## src/rtl/irqc_pkg.sv

```systemverilog
package irqc_pkg;
    localparam int unsigned WORD_W = 32;

    typedef enum logic [3:0] {
        REG_NONE,
        REG_VECTOR,
        REG_BASE,
        REG_PROTECT,
        REG_NMI,
        REG_PEND,
        REG_FPEND,
        REG_SEL,
        REG_EN,
        REG_MASK
    } reg_kind_e;
endpackage

```

## src/rtl/irqc_decode.sv

```systemverilog
module irqc_decode
    import irqc_pkg::*;
#(
    parameter int unsigned ADDR_W    = 10,
    parameter int unsigned NUM_BANKS = 3
) (
    input  logic [ADDR_W-1:0] addr,
    output reg_kind_e         kind,
    output logic [1:0]        bank
);
    localparam int unsigned PAGE_W = ADDR_W - 4;

    logic [PAGE_W-1:0] page;
    reg_kind_e         raw_kind;

    assign page = addr[ADDR_W-1:4];
    assign bank = addr[3:2];

    always_comb begin
        raw_kind = REG_NONE;
        unique case (page)
            PAGE_W'(0): begin
                unique case (addr[3:2])
                    2'd0: raw_kind = REG_VECTOR;
                    2'd1: raw_kind = REG_BASE;
                    2'd2: raw_kind = REG_PROTECT;
                    2'd3: raw_kind = REG_NMI;
                endcase
            end
            PAGE_W'(1): raw_kind = REG_PEND;
            PAGE_W'(2): raw_kind = REG_FPEND;
            PAGE_W'(3): raw_kind = REG_SEL;
            PAGE_W'(4): raw_kind = REG_EN;
            PAGE_W'(5): raw_kind = REG_MASK;
            default:    raw_kind = REG_NONE;
        endcase
    end

    // Banked groups only decode bank indices that exist.
    always_comb begin
        kind = raw_kind;
        if (page != PAGE_W'(0) && 32'(bank) >= NUM_BANKS) begin
            kind = REG_NONE;
        end
    end
endmodule

```

## src/rtl/irqc_bank.sv

```systemverilog
module irqc_bank #(
    parameter int unsigned W = 32
) (
    input  logic         clk,
    input  logic         rst_n,
    input  logic [W-1:0] lines,
    input  logic [W-1:0] wdata,
    input  logic         clr_pend,
    input  logic         clr_fpend,
    input  logic         we_sel,
    input  logic         we_en,
    input  logic         we_mask,
    output logic [W-1:0] pend,
    output logic [W-1:0] fpend,
    output logic [W-1:0] sel,
    output logic [W-1:0] en,
    output logic [W-1:0] mask,
    output logic         irq_any,
    output logic         fiq_any
);
    logic [W-1:0] pend_kept;

    // Clear first, then capture, so a live line wins over a clear.
    assign pend_kept = clr_pend ? (pend & ~wdata) : pend;

    always_ff @(posedge clk or negedge rst_n) begin
        if (!rst_n) begin
            pend  <= '0;
            fpend <= '0;
            sel   <= '0;
            en    <= '0;
            mask  <= '0;
        end else begin
            pend <= pend_kept | lines;
            if (clr_fpend) fpend <= fpend & ~wdata;
            if (we_sel)    sel   <= wdata;
            if (we_en)     en    <= wdata;
            if (we_mask)   mask  <= wdata;
        end
    end

    assign irq_any = |(pend & ~mask);
    assign fiq_any = |(pend & ~mask & sel);
endmodule

```

## src/rtl/irqc_top.sv

```systemverilog
module irqc_top
    import irqc_pkg::*;
#(
    parameter int unsigned NUM_BANKS = 3,
    parameter int unsigned ADDR_W    = 10,
    localparam int unsigned NUM_LINES = NUM_BANKS * WORD_W
) (
    input  logic                 clk,
    input  logic                 rst_n,
    input  logic [NUM_LINES-1:0] irq_lines,
    input  logic                 req_valid,
    input  logic                 req_write,
    input  logic [ADDR_W-1:0]    req_addr,
    input  logic [WORD_W-1:0]    req_wdata,
    output logic [WORD_W-1:0]    rsp_rdata,
    output logic                 irq_o,
    output logic                 fiq_o
);
    reg_kind_e   kind;
    logic [1:0]  bank;
    logic        wr_en;
    logic        rd_en;

    logic [WORD_W-1:0] vec_q, base_q, prot_q, nmi_q;
    logic [WORD_W-1:0] pend_a  [NUM_BANKS];
    logic [WORD_W-1:0] fpend_a [NUM_BANKS];
    logic [WORD_W-1:0] sel_a   [NUM_BANKS];
    logic [WORD_W-1:0] en_a    [NUM_BANKS];
    logic [WORD_W-1:0] mask_a  [NUM_BANKS];
    logic [NUM_BANKS-1:0] irq_part, fiq_part;
    logic [NUM_LINES-1:0] pend_flat;
    logic [WORD_W-1:0]    rd_val;

    assign wr_en = req_valid &  req_write;
    assign rd_en = req_valid & ~req_write;

    irqc_decode #(.ADDR_W(ADDR_W), .NUM_BANKS(NUM_BANKS)) u_decode (
        .addr (req_addr),
        .kind (kind),
        .bank (bank)
    );

    for (genvar b = 0; b < NUM_BANKS; b++) begin : g_bank
        logic hit;
        assign hit = wr_en && (bank == 2'(b));

        irqc_bank #(.W(WORD_W)) u_bank (
            .clk       (clk),
            .rst_n     (rst_n),
            .lines     (irq_lines[b*WORD_W +: WORD_W]),
            .wdata     (req_wdata),
            .clr_pend  (hit && kind == REG_PEND),
            .clr_fpend (hit && kind == REG_FPEND),
            .we_sel    (hit && kind == REG_SEL),
            .we_en     (hit && kind == REG_EN),
            .we_mask   (hit && kind == REG_MASK),
            .pend      (pend_a[b]),
            .fpend     (fpend_a[b]),
            .sel       (sel_a[b]),
            .en        (en_a[b]),
            .mask      (mask_a[b]),
            .irq_any   (irq_part[b]),
            .fiq_any   (fiq_part[b])
        );

        assign pend_flat[b*WORD_W +: WORD_W] = pend_a[b];
    end

    always_ff @(posedge clk or negedge rst_n) begin
        if (!rst_n) begin
            vec_q  <= '0;
            base_q <= '0;
            prot_q <= '0;
            nmi_q  <= '0;
        end else if (wr_en) begin
            unique case (kind)
                REG_VECTOR:  vec_q  <= {req_wdata[WORD_W-1:2], 2'b00};
                REG_BASE:    base_q <= {req_wdata[WORD_W-1:2], 2'b00};
                REG_PROTECT: prot_q <= req_wdata;
                REG_NMI:     nmi_q  <= req_wdata;
                default:     ;
            endcase
        end
    end

    always_comb begin
        rd_val = '0;
        unique case (kind)
            REG_VECTOR:  rd_val = vec_q;
            REG_BASE:    rd_val = base_q;
            REG_PROTECT: rd_val = prot_q;
            REG_NMI:     rd_val = nmi_q;
            default: begin
                for (int b = 0; b < NUM_BANKS; b++) begin
                    if (bank == 2'(b)) begin
                        unique case (kind)
                            REG_PEND:  rd_val = pend_a[b];
                            REG_FPEND: rd_val = fpend_a[b];
                            REG_SEL:   rd_val = sel_a[b];
                            REG_EN:    rd_val = en_a[b];
                            REG_MASK:  rd_val = mask_a[b];
                            default:   rd_val = '0;
                        endcase
                    end
                end
            end
        endcase
    end

    always_ff @(posedge clk or negedge rst_n) begin
        if (!rst_n)     rsp_rdata <= '0;
        else if (rd_en) rsp_rdata <= rd_val;
    end

    assign irq_o = |irq_part;
    assign fiq_o = |fiq_part;
endmodule

```

## config.mk

```make
export PLATFORM = sky130hd
export DESIGN_NAME = irqc_top
export DESIGN_NICKNAME = d
export VERILOG_FILES = /design/src/rtl/irqc_pkg.sv /design/src/rtl/irqc_decode.sv /design/src/rtl/irqc_bank.sv /design/src/rtl/irqc_top.sv
export SDC_FILE = /design/constraint.sdc
export NUM_CORES = 1
export LEC_CHECK = 0
export BUFFER_PORTS_ARGS = -buffer_cell sky130_fd_sc_hd__buf_4
export CORE_ASPECT_RATIO = 2
export CORE_UTILIZATION = 55
export CTS_CLUSTER_SIZE = 8
export DETAILED_ROUTE_END_ITERATION = 8
export PLACE_DENSITY = 0.87
export SYNTH_ARGS = -nofsm -noshare
export SYNTH_HDL_FRONTEND = slang
export SYNTH_HIERARCHICAL = 1
export SYNTH_SLANG_ARGS = --single-unit
```

## constraint.sdc

```tcl
create_clock -name clk -period 2.8 [get_ports clk]
set_clock_uncertainty 0.15 [all_clocks]
set_input_delay 0.84 -clock clk [delete_from_list [all_inputs] [get_ports clk]]
set_output_delay 0.84 -clock clk [all_outputs]
set_load 0.005 [all_outputs]
```

==> results.py, run 1 <==
metrics = {
    "placed_design": {
        "dp_hpwl_um": 79900,
        "gp_congestion": 1.01,
        "portBuffers": 173,
    },
    "yosys": {
        "netlist_area_um2": 30100,
        "synth.distinct_cells": 64,
        "yosysMostFrequentCell": "dfrtp_1",
        "ys.warnings.count": 6,
        "avgSynthCellArea_um2": 11.8,
        "yosysTopAreaCell": "dfrtp_1",
        "synth_area_leaders": "dfrtp_1 53%, mux2_2 15%, a22oi_1 3.0%",
        "synthFlopType": "dfrtp_1",
        "seq_area_frac_synth": 0.529,
        "ys_ff_latch": 636,
        "synth_top_cell_area_share": 0.529,
        "yosys-top-cells-count": "636 x dfrtp_1, 401 x mux2_2, 183 x nand2_1, 119 x a22oi_1, 104 x o21ai_0",
        "synth_edf_count": 0,
        "async_flop_share": 1.00,
        "synth_fp_nets": 2702,
        "netlist_instances": 2556,
    },
    "sta": {
        "worstEndpointGrtRepair": "fiq_o",
        "endpoint_type": "primary output",
    },
    "clocking": {
        "clock_path_buffers": 3,
        "cts.root.buffer_cell": "clkbuf_16",
        "cts_made_buffers": 89,
        "h-tree-depth": 3,
        "clock_sinks": 636,
    },
    "floorplan": {
        "die_y_um": 333,
        "start_util": 0.560,
        "die_x_um": 167,
        "io_pins": 176,
        "rows": 120,
    },
    "outcome": {
        "outcome": "aborted with a tool error",
        "stop_stage": "global routing",
        "error_message": "[ERROR GRT-0232] Routing congestion too high. Check the congestion heatmap in the GUI.",
    },
    "global_routing": {
        "grt.overflow.total": 324,
        "grtUsageTotal": 0.768,
        "grt_start_max_net_pins": 94,
    },
}
## per-layer routing
| metal | GRT usage | GRT overflow |
|---|---|---|
| met1 | 0.762 | 2 |
| met5 | 0.236 | 0 |
| met2 | 0.927 | 160 |
| met3 | 0.614 | 11 |
| met4 | 0.803 | 151 |
## stage by stage
stage	area (um2)	std cells	setup slack, ns	util
detailed placement	36700	3713	-1.09	0.682
floorplan	31100	2556	-0.482	-
global placement	36700	3713	-1.03	0.682
CTS	42500	3923	-1.13	0.790
## logic make-up after synthesis
family / count (synthesis) / synth area share
compound gates: 708 / 0.173
xor+xnor: 1 / 0.000291
fa+ha+maj: 4 / 0.00166
buf+inv: 274 / 0.0392
flops: 636 / 0.529
mux: 492 / 0.181
simple gates: 441 / 0.0757
## timing repair
action | CTS
pin swaps | 134
endpoints found under the hold margin | 21
gates cloned | 33
endpoints found under the setup margin | 332
resized for setup | 430
setup buffers | 90
hold buffers | 1
==> inputs of run 2 (changes only) <==
--- a/config.mk
+++ b/config.mk
@@ -6,11 +6,9 @@
 export NUM_CORES = 1
 export LEC_CHECK = 0
 export BUFFER_PORTS_ARGS = -buffer_cell sky130_fd_sc_hd__buf_4
-export CORE_ASPECT_RATIO = 2
-export CORE_UTILIZATION = 55
-export CTS_CLUSTER_SIZE = 8
+export CORE_UTILIZATION = 40
 export DETAILED_ROUTE_END_ITERATION = 8
-export PLACE_DENSITY = 0.87
+export PLACE_DENSITY_LB_ADDON = 0.15
 export SYNTH_ARGS = -nofsm -noshare
 export SYNTH_HDL_FRONTEND = slang
 export SYNTH_HIERARCHICAL = 1
==> constraint.sdc (replaced) <==
create_clock -name clk -period 3.6 [get_ports clk]
set_clock_uncertainty 0.15 [all_clocks]
set_input_delay 1.08 -clock clk [delete_from_list [all_inputs] [get_ports clk]]
set_output_delay 1.08 -clock clk [all_outputs]
set_load 0.005 [all_outputs]
==> results.py, run 2 <==
metrics = {
    "hold_path": {
        "min_from": "g_bank[1].u_bank/en[6]$_DFFE_PN0P_",
        "hold_path_class": "reg2reg",
    },
    "drt": {
        "viasPerCell": 5.94,
        "drt_wl_total_um": 113000,
        "via_count": 23831,
        "drc_errors": 0,
        "dr.pass1.iters": 7,
        "wl_per_cell_um": 28.2,
        "drt_iter0_markers": 2423,
        "final_antenna_net_count": 0,
    },
    "sta": {
        "finalHoldViolCount": 0,
        "rsz0062_at_grt": "true",
        "worst_slack_ns": -0.568,
        "worst_hold_slack_ns": 0.339,
        "slew_violations": 0,
        "setup_viol": 3,
        "relSlewSlack": 0.456,
        "post-route-period-util": 1.16,
        "finalCriticalPeriod_ns": 4.17,
        "fmax_ghz": 0.240,
        "tightest_slew_ns": 0.815,
    },
    "yosys": {
        "synth_fp_nets": 2702,
        "yosys-top-cells-count": "636 x dfrtp_1, 401 x mux2_2, 183 x nand2_1, 119 x a22oi_1, 104 x o21ai_0",
        "yosysMostFrequentCell": "dfrtp_1",
        "ys.warnings.count": 6,
        "ys_ff_latch": 636,
        "seq_area_frac_synth": 0.529,
        "netlist_instances": 2556,
        "synth.distinct_cells": 64,
        "yosysTopAreaCell": "dfrtp_1",
        "async_flop_share": 1.00,
        "synth_area_leaders": "dfrtp_1 53%, mux2_2 15%, a22oi_1 3.0%",
        "synth_edf_count": 0,
        "netlist_area_um2": 30100,
        "avgSynthCellArea_um2": 11.8,
        "synth_top_cell_area_share": 0.529,
        "synthFlopType": "dfrtp_1",
    },
    "clocking": {
        "insertion_delay_ns": 0.62,
        "clock_sinks": 636,
        "cts_made_buffers": 73,
        "cts_tree": "yes",
        "path_clk_slew_ns": 0.06,
        "cts.root.buffer_cell": "clkbuf_16",
        "cts_hold_buffers": 0,
        "h-tree-depth": 3,
        "clock_path_buffers": 3,
    },
    "floorplan": {
        "fp.coreArea_um2": 74400,
        "io_pins": 176,
        "start_util": 0.404,
        "rows": 100,
        "die_x_um": 276,
        "die_y_um": 276,
        "die-area_um2": 76300,
    },
    "critical_path": {
        "critPathRequiredTime_ns": 2.37,
        "path_cells": "nand3b_1 > o2111ai_2 > or4_4 > or4_4 > or3_4 > buf_6",
        "cpMaxStageDelayCell": "or4_4",
        "r2r_start": "g_bank[0].u_bank/sel[28]$_DFFE_PN0P_",
        "cp_num_buf_inv": 1,
        "crit_family": "simple AND/OR/NAND/NOR gates",
        "crit_top_cell": "or4_4",
        "path_class": "reg2out",
        "crit_path_start_kind": "flop",
        "critPathLaunch": "g_bank[0].u_bank/sel[0]$_DFFE_PN0P_",
        "cp.arrival_ns": 2.94,
        "cp-end-kind": "output pin",
        "slowest_delay_ns": 0.55,
        "worstPathMaxFanout": 3,
    },
    "power": {
        "p_per_area_nw_per_um2": 428,
        "switching_share": 0.244,
        "p_leak_nw": 16.8,
        "clockPowerShare": 0.455,
        "p_comb_frac": 0.080,
        "p_switching_mw": 3.97,
        "sequentialPowerShare": 0.465,
        "cell_internal_pwr_mw": 12.3,
        "ir_worst_vdd_uv": 345,
    },
    "cells_and_area": {
        "final_common_cell": "dfrtp_1",
        "final_cell_mix": "636 x dfrtp_1, 467 x buf_4, 401 x mux2_2, 181 x nand2_1, 114 x a22oi_1",
        "fillers": 6569,
        "seq_area_um2": 15900,
        "syn_to_final_growth_pct": 26.7,
        "final_net_count": 3130,
        "drive_gt1_frac": 0.376,
        "multiInputGateArea_um2": 13500,
    },
    "global_routing": {
        "grt.overflow.total": 0,
        "met2_usage": 0.443,
        "use_met3": 0.0489,
        "grtUsageTotal": 0.295,
        "grt_pass1_vias": 24363,
        "met1_usage": 0.413,
        "grt_start_max_net_pins": 67,
        "grt_pass1_wl_um": 167000,
        "top_usage_layer": "met2",
        "antenna_found_initial": 4,
    },
    "placed_design": {
        "dp_slack_ns": -0.919,
        "dp_hpwl_um": 76800,
        "portBuffers": 173,
        "gp_congestion": 0.891,
    },
    "outcome": {
        "violations": "negative setup slack",
        "outcome": "finished, violations left",
    },
    "run": {
        "drv_cap": 0,
    },
}
run 2: final timing paths:
kind	slack (ns)	endpoint	depth (start not counted)
min in group asynchronous	0.36	prot_q[21]$_DFFE_PN0P_	1
worst max register to register	1.44	rsp_rdata[28]$_DFFE_PN0P_	7
max in group asynchronous	2.07	g_bank[2].u_bank/fpend[26]$_DFFE_PN0P_	2
worst min-delay path	0.34	g_bank[1].u_bank/en[6]$_DFFE_PN0P_	1
worst min register to register	0.34	g_bank[1].u_bank/en[6]$_DFFE_PN0P_	1
worst max-delay path	-0.57	fiq_o	6
run 2: timing repair:
item / 4_1_cts / 5_1_grt
gates resized for setup: 39 / 33
setup buffers: 2 / 5
endpoints found under the setup margin: 44 / 74
pin swaps: 16 / 10
gates cloned: 0 / 2
run 2: worst register-to-register path: cells and delay by family, from the launching register on:
kind	cells	cell delay [ns]
buffers and inverters	2	0.32
AOI/OAI and AO/OA	4	0.93
DFF	1	0.38
muxes	1	0.26
run 2: layout make-up:
class	count	area share
Tap cell	969	0.0318
Clock buffer	114	0.0594
Antenna cell	4	0.000263
Sequential cell	636	0.417
Inverter	97	0.00955
Multi-Input combinational cell	1646	0.355
Timing Repair Buffer	530	0.123
Clock inverter	17	0.00328
run 2: per-layer routing:
layer,vias to the layer above,share of wire,wire (um)
met5,-,0.00011,13
met4,2,0.050,5690
met3,183,0.069,7830
met2,905,0.44,50300
met1,12384,0.44,49600
li1,10357,-,-
run 2: metrics by stage:
stage / util / power (mW) / setup TNS [ns] / area, um2 / cells
floorplan: - / 8.11 / 0 / 30300 / 2556
global placement: 0.474 / 8.95 / -253.49 / 35300 / 3869
detailed placement: 0.474 / 9.00 / -276.04 / 35300 / 3870
CTS: 0.509 / 16.4 / -0.833 / 37900 / 4002
global route: 0.512 / 16.9 / -0.905 / 38100 / 4009
finish: 0.512 / 16.3 / -0.782 / 38100 / 4013
run 2: power by group through the flow:
stage / combinational [mW] / sequential (mW) / clock, mW
after global routing: 1.39 / 7.61 / 7.86
after detailed placement: 1.28 / 7.71 / 0
final: 1.30 / 7.59 / 7.43
after floorplan: 0.458 / 7.65 / 0
after CTS: 1.29 / 7.58 / 7.56
after global placement: 1.25 / 7.70 / 0
run 2: kinds of logic after synthesis:
family / synth area share
buffers and inverters: 0.0392
DFF: 0.529
and+or+nand+nor: 0.0757
AOI/OAI and AO/OA: 0.173
muxes: 0.181
adders and majority gates: 0.00166
xor gates and xnor gates: 0.000291
Note: power is estimated with default switching activity, not from simulation.
